`config.mk`:
```
export PLATFORM = sky130hd
export DESIGN_NAME = baud_src_sel
export DESIGN_NICKNAME = d
export VERILOG_FILES = /design/src/rtl/baud_pkg.sv /design/src/rtl/baud_edge_sync.sv /design/src/rtl/baud_div_counter.sv /design/src/rtl/baud_src_sel.sv
export SDC_FILE = /design/constraint.sdc
export NUM_CORES = 1
export LEC_CHECK = 0
export ABC_AREA = 1
export CAP_MARGIN = 10
export CORE_MARGIN = 4
export CORE_UTILIZATION = 59
export CTS_CLUSTER_SIZE = 14
export DETAILED_ROUTE_END_ITERATION = 16
export GPL_TIMING_DRIVEN = 0
export PLACE_DENSITY_LB_ADDON = 0.08
export SYNTH_ARGS = -nofsm -noshare
export SYNTH_HDL_FRONTEND = slang
export SYNTH_HIERARCHICAL = 1
export SYNTH_SLANG_ARGS = --single-unit
```
`constraint.sdc`:
```
create_clock -name clk -period 3.6 [get_ports clk]
set_input_delay 0.54 -clock clk [delete_from_list [all_inputs] [get_ports clk]]
set_output_delay 0.54 -clock clk [all_outputs]
set_load 0.02 [all_outputs]
```
`src/rtl/baud_pkg.sv`:
```
package baud_pkg;

    typedef enum logic [2:0] {
        ST_HALT,
        ST_SETTLE,
        ST_DIVIDE,
        ST_FOLLOW,
        ST_FOLLOW_1X
    } src_state_e;

    localparam int unsigned CODE_W    = 5;
    localparam int unsigned EXT_N     = 5;
    localparam int unsigned MAX_BASE  = 4608;
    localparam logic [CODE_W-1:0] CODE_RESET = 5'd31;

    // Divisor of the reference for each internal rate, at unit scaling.
    function automatic int unsigned base_div(input logic [CODE_W-1:0] c);
        int unsigned d;
        unique case (c)
            5'd0:    d = 4608;
            5'd1:    d = 3072;
            5'd2:    d = 1536;
            5'd3:    d = 1152;
            5'd4:    d = 768;
            5'd5:    d = 512;
            5'd6:    d = 384;
            5'd7:    d = 256;
            5'd8:    d = 192;
            5'd9:    d = 128;
            5'd10:   d = 96;
            5'd11:   d = 64;
            5'd12:   d = 48;
            5'd13:   d = 32;
            5'd14:   d = 24;
            5'd15:   d = 16;
            5'd16:   d = 12;
            5'd17:   d = 8;
            5'd18:   d = 6;
            5'd19:   d = 4;
            5'd20:   d = 2;
            default: d = 1;
        endcase
        return d;
    endfunction

    // Steady state that a stored code settles into.
    function automatic src_state_e code_state(input logic [CODE_W-1:0] c);
        src_state_e s;
        if (c <= 5'd21) begin
            s = ST_DIVIDE;
        end else begin
            unique case (c)
                5'd22, 5'd23, 5'd24, 5'd25, 5'd27: s = ST_FOLLOW;
                5'd28:                             s = ST_FOLLOW_1X;
                default:                           s = ST_HALT;
            endcase
        end
        return s;
    endfunction

    // Index into the synchronized external vector {pin, tmr1, tmr0, gp1, gp0}.
    function automatic logic [2:0] ext_index(input logic [CODE_W-1:0] c);
        logic [2:0] i;
        unique case (c)
            5'd22:   i = 3'd0;
            5'd23:   i = 3'd1;
            5'd24:   i = 3'd2;
            5'd25:   i = 3'd3;
            default: i = 3'd4;
        endcase
        return i;
    endfunction

    function automatic logic is_reserved(input logic [CODE_W-1:0] c);
        return (c == 5'd26) || (c == 5'd29) || (c == 5'd30) || (c == 5'd31);
    endfunction

endpackage

```
`src/rtl/baud_edge_sync.sv`:
```
module baud_edge_sync #(
    parameter int unsigned WIDTH  = 5,
    parameter int unsigned STAGES = 2
) (
    input  logic             clk,
    input  logic             rst_n,
    input  logic [WIDTH-1:0] async_in,
    output logic [WIDTH-1:0] rise
);

    localparam int unsigned LAST = STAGES;

    for (genvar g = 0; g < WIDTH; g++) begin : g_bit
        logic [LAST:0] shreg;

        always_ff @(posedge clk or negedge rst_n) begin
            if (!rst_n) begin
                shreg <= '0;
            end else begin
                shreg <= {shreg[LAST-1:0], async_in[g]};
            end
        end

        assign rise[g] = shreg[LAST-1] & ~shreg[LAST];


        edge_single_chk: assert property (@(posedge clk) disable iff (!rst_n)
            rise[g] |=> !rise[g]);
    end

endmodule

```
`src/rtl/baud_div_counter.sv`:
```
module baud_div_counter #(
    parameter int unsigned DIV_W = 13
) (
    input  logic             clk,
    input  logic             rst_n,
    input  logic             run,
    input  logic [DIV_W-1:0] div_val,
    output logic             hit
);

    logic [DIV_W-1:0] cnt;
    logic             at_end;

    assign at_end = (cnt == div_val - DIV_W'(1));

    always_ff @(posedge clk or negedge rst_n) begin
        if (!rst_n) begin
            cnt <= '0;
        end else if (!run) begin
            cnt <= '0;
        end else if (at_end) begin
            cnt <= '0;
        end else begin
            cnt <= cnt + DIV_W'(1);
        end
    end

    assign hit = run & at_end;


    count_range_chk: assert property (@(posedge clk) disable iff (!rst_n)
        run |-> (cnt < div_val));


    hit_spacing_chk: assert property (@(posedge clk) disable iff (!rst_n)
        (hit && run && (div_val > DIV_W'(1))) |=> !hit);

endmodule

```
`src/rtl/baud_src_sel.sv`:
```
module baud_src_sel #(
    parameter int unsigned PRESCALE    = 1,
    parameter int unsigned SYNC_STAGES = 2
) (
    input  logic       clk,
    input  logic       rst_n,
    input  logic [4:0] sel_code,
    input  logic [1:0] gp_clk,
    input  logic [1:0] tmr_clk,
    input  logic       pin_clk,
    output logic       tick,
    output logic       mode_1x
);
    import baud_pkg::*;

    localparam int unsigned MAX_DIV = MAX_BASE * PRESCALE;
    localparam int unsigned DIV_W   = $clog2(MAX_DIV + 1);

    src_state_e          state, state_nx;
    logic [CODE_W-1:0]   code_q;
    logic [DIV_W-1:0]    div_val;
    logic                div_hit;
    logic [EXT_N-1:0]    ext_raw;
    logic [EXT_N-1:0]    ext_rise;
    logic                ext_pick;

    // Next-state decision.
    always_comb begin
        state_nx = state;
        unique case (state)
            ST_HALT, ST_SETTLE, ST_DIVIDE, ST_FOLLOW, ST_FOLLOW_1X: begin
                if (sel_code != code_q) begin
                    state_nx = ST_SETTLE;
                end else begin
                    state_nx = code_state(code_q);
                end
            end
            default: state_nx = ST_HALT;
        endcase
    end

    // State register.
    always_ff @(posedge clk or negedge rst_n) begin
        if (!rst_n) begin
            state  <= ST_HALT;
            code_q <= CODE_RESET;
        end else begin
            state  <= state_nx;
            code_q <= sel_code;
        end
    end

    always_comb div_val = DIV_W'(base_div(code_q) * PRESCALE);

    baud_div_counter #(.DIV_W(DIV_W)) u_div (
        .clk     (clk),
        .rst_n   (rst_n),
        .run     (state == ST_DIVIDE),
        .div_val (div_val),
        .hit     (div_hit)
    );

    assign ext_raw = {pin_clk, tmr_clk, gp_clk};

    baud_edge_sync #(.WIDTH(EXT_N), .STAGES(SYNC_STAGES)) u_sync (
        .clk      (clk),
        .rst_n    (rst_n),
        .async_in (ext_raw),
        .rise     (ext_rise)
    );

    assign ext_pick = ext_rise[ext_index(code_q)];

    // Output process.
    always_comb begin
        tick    = 1'b0;
        mode_1x = 1'b0;
        unique case (state)
            ST_HALT, ST_SETTLE: ;
            ST_DIVIDE:          tick = div_hit;
            ST_FOLLOW:          tick = ext_pick;
            ST_FOLLOW_1X: begin
                tick    = ext_pick;
                mode_1x = 1'b1;
            end
            default: ;
        endcase
    end


    settle_gap_chk: assert property (@(posedge clk) disable iff (!rst_n)
        (sel_code != code_q) |=> !tick);


    one_x_flag_chk: assert property (@(posedge clk) disable iff (!rst_n)
        (sel_code == 5'd28 && code_q == 5'd28) |=> mode_1x);


    reserved_quiet_chk: assert property (@(posedge clk) disable iff (!rst_n)
        (is_reserved(code_q) && state != ST_SETTLE) |-> (!tick && !mode_1x));


    one_x_only_chk: assert property (@(posedge clk) disable iff (!rst_n)
        (sel_code != 5'd28) |=> !mode_1x);

endmodule

```
==> impl_metrics.ini <==
[critical_path]
path_cells = buf_6 -> clkinvlp_4 -> nor2_4 -> nor2_1 -> nor2_1 -> inv_2 -> ha_4 -> nand2_1 -> inv_1 -> nor2_1 -> nand2_1 -> nor2_1 -> nand2_1 -> nor2_1 -> nand2_1 -> nor2_2 -> nand3_2 -> nor2_2 -> nand2_1 -> nand2_1 -> buf_4
critPathMaxFanout = 7
crit_top_cell = nand2_1
r2r_start = code_q[2]$_DFF_PN1_
cp_num_buf_inv = 5
worst_setup_path_end_kind = output pin
cp.arrival_ns = 2.79
crit_type = flip-flop to output pin
cpPeakStageDelay_ns = 0.53
cpMaxStageDelayCell = dfstp_2
startpoint_type = flip-flop
r2r-end = u_div/cnt[5]$_DFF_PN0_
r2r.worst_path.cells = 21
critical-path-top-delay-family = simple AND/OR/NAND/NOR gates
required_ns = 3.06
ff2ff_setup_slack_ns = 0.89

[synthesis]
synth_ff_type = dfrtp_1
ys_async_sr_fraction = 1.00
syn_inst = 316
syn_area_mm2 = 0.00229
yosys_register_bits = 36
yosysWarnings = 6
syn_nets = 330
synth-edff-count = 0
synth_cell_type_count = 31
ys_seq_area_frac = 0.397
syn_avg_cell_area_um2 = 7.23

[final_layout]
layout.nets = 353
seqCellArea_um2 = 907
synthToLayoutAreaGrowth_pct = 14.7
fin_cells = 388
fin_util = 0.706
num_antenna_cells = 0
multiInputGateArea_mm2 = 0.00116
design_area_mm2 = 0.00262
fillCellCount = 330
final_cell_mix = nand2_1 (79), inv_1 (48), nor2_1 (45)
drive_gt1_frac = 0.212
final_common_cell = nand2_1

[cts]
cts_max_path_buffers = 2
root_buffer = clkbuf_8
clk_latency_ns = 0.29
cts.htree.levels = 2
clock-sinks = 36
postCtsHoldBufs = 0
numCtsBuffers = 5
cts_tree = done
clk_pin_slew_ns = 0.08

[floorplanning]
num_io_pins = 14
core.rowCount = 22
core_mm2 = 0.00372
fp.dieArea_mm2 = 0.00493
start_util = 0.615
dieHeight_um = 70.2
fp.dieW_um = 70.2

[global_routing]
antenna_found_initial = 0
grt_max_degree = 37
grt_pass1_vias = 1783
grt_overflow_total = 0
grt_pass1_wl_mm = 7.73
grtUsageTotal = 0.194

[placed_design]
gp_congestion = 0.909
hpwl_mm = 3.26
portBuffers = 13
dp.cells = 377
place_area_mm2 = 0.00247

[sta]
fmax_ghz = 0.300
period_needed_ns = 3.33
setup_violations = 0
fin_worst_skew_ns = 0.00748
whs_ns = 0.326
finalCritPeriodShare = 0.926
slew_headroom = 0.489
drv_slew = 0
setup_tns_ns = 0
hold_viol = 0
worst_pin_slew_ns = 0.767

[hold_path]
hp-class = input pin to async pin

[run_status]
status = completed

[power_and_ir_drop]
irDropWorstVdd_mv = 0.355
power.density_mw_per_mm2 = 324
p_leak_uw = 0.00123

[detailed_routing]
drc_errors = 0
drtPass1Iterations = 4
avgRoutedWirePerCell_um = 10.9
ant_nets = 0
vias_per_cell = 4.84
num_vias = 1877
routed_wl_mm = 4.22
drtIter0Drc = 116

[flow_run]
drv_cap = 0
## Yosys cell counts (2+ instances only)
library cell | count | area, um2
a21oi_1 | 2 | 10.0
dfrtp_1 | 31 | 776
nor2_2 | 26 | 163
xor2_1 | 13 | 114
nor2_1 | 48 | 180
nand2_1 | 79 | 297
nand3_2 | 4 | 40.0
nor3_1 | 9 | 45.0
nand3_1 | 15 | 75.1
inv_2 | 3 | 11.3
nor4_1 | 2 | 12.5
o22ai_1 | 2 | 12.5
dfstp_2 | 5 | 131
inv_1 | 50 | 188
o21ai_0 | 2 | 10.0
nand2_2 | 5 | 31.3
xnor2_1 | 4 | 35.0
ha_1 | 2 | 25.0
buf_6 | 2 | 22.5
## repair_timing
action,in CTS,in global routing
buffers inserted,1,2
endpoints found under the setup margin,1,1
pin swaps,0,3
resized for setup,5,9
hold endpoints to repair,0,0
## logic make-up after synthesis
| kind of cell | after synthesis | synth area share |
|---|---|---|
| AOI/OAI and AO/OA | 10 | 0.0268 |
| xor gates and xnor gates | 17 | 0.0651 |
| adders and majority gates | 2 | 0.0109 |
| buffers and inverters | 58 | 0.112 |
| DFF | 36 | 0.397 |
| and+or+nand+nor | 193 | 0.389 |
## metal layers
metal | share of wire | up-vias | global-route usage | wire length, um
met3 | 0.032 | 5 | 0.0432 | 135
met4 | 0.0092 | 0 | 0.0511 | 39
met5 | 0 | - | 0 | 0
met2 | 0.44 | 26 | 0.300 | 1850
met1 | 0.52 | 850 | 0.274 | 2200
li1 | - | 996 | - | -
## stage by stage
step	worst slack (ns)	total power, uW
floorplan	0.716	528
global placement	-0.0197	566
detailed placement	-0.0489	567
CTS	0.00492	857
global route	-0.0141	905
finish	0.266	851
## where the power goes
part	total, uW	internal (uW)	switching [uW]
registers	425	419	6.27
clock network	284	137	147
logic	142	54.7	87.4
## cell type report
class / instances / area share
Clock inverter: 3 / 0.00811
Sequential cell: 36 / 0.346
Timing Repair Buffer: 16 / 0.0553
Multi-Input combinational cell: 222 / 0.443
Buffer: 4 / 0.0191
Tap cell: 48 / 0.0229
Clock buffer: 5 / 0.0262
Inverter: 54 / 0.0797
## flip-flops by register name, summed over array words and instances (netlist names)
name / count
code_q: 5
u_sync/g_bit.shreg: 15
state: 3
u_div/cnt: 13
## worst max path at each step
stage | startpoint | cells past startpoint | endpoint | slack (ns)
after CTS | code_q[2]$_DFF_PN1_ | 21 | tick | 0.005
after floorplan | code_q[2]$_DFF_PN1_ | 20 | tick | 0.72
after global routing | code_q[2]$_DFF_PN1_ | 21 | tick | -0.01
after global placement | code_q[2]$_DFF_PN1_ | 21 | tick | -0.02
after detailed placement | code_q[2]$_DFF_PN1_ | 21 | tick | -0.05
final | code_q[2]$_DFF_PN1_ | 21 | tick | 0.27
Note: power is estimated with default switching activity, not from simulation.
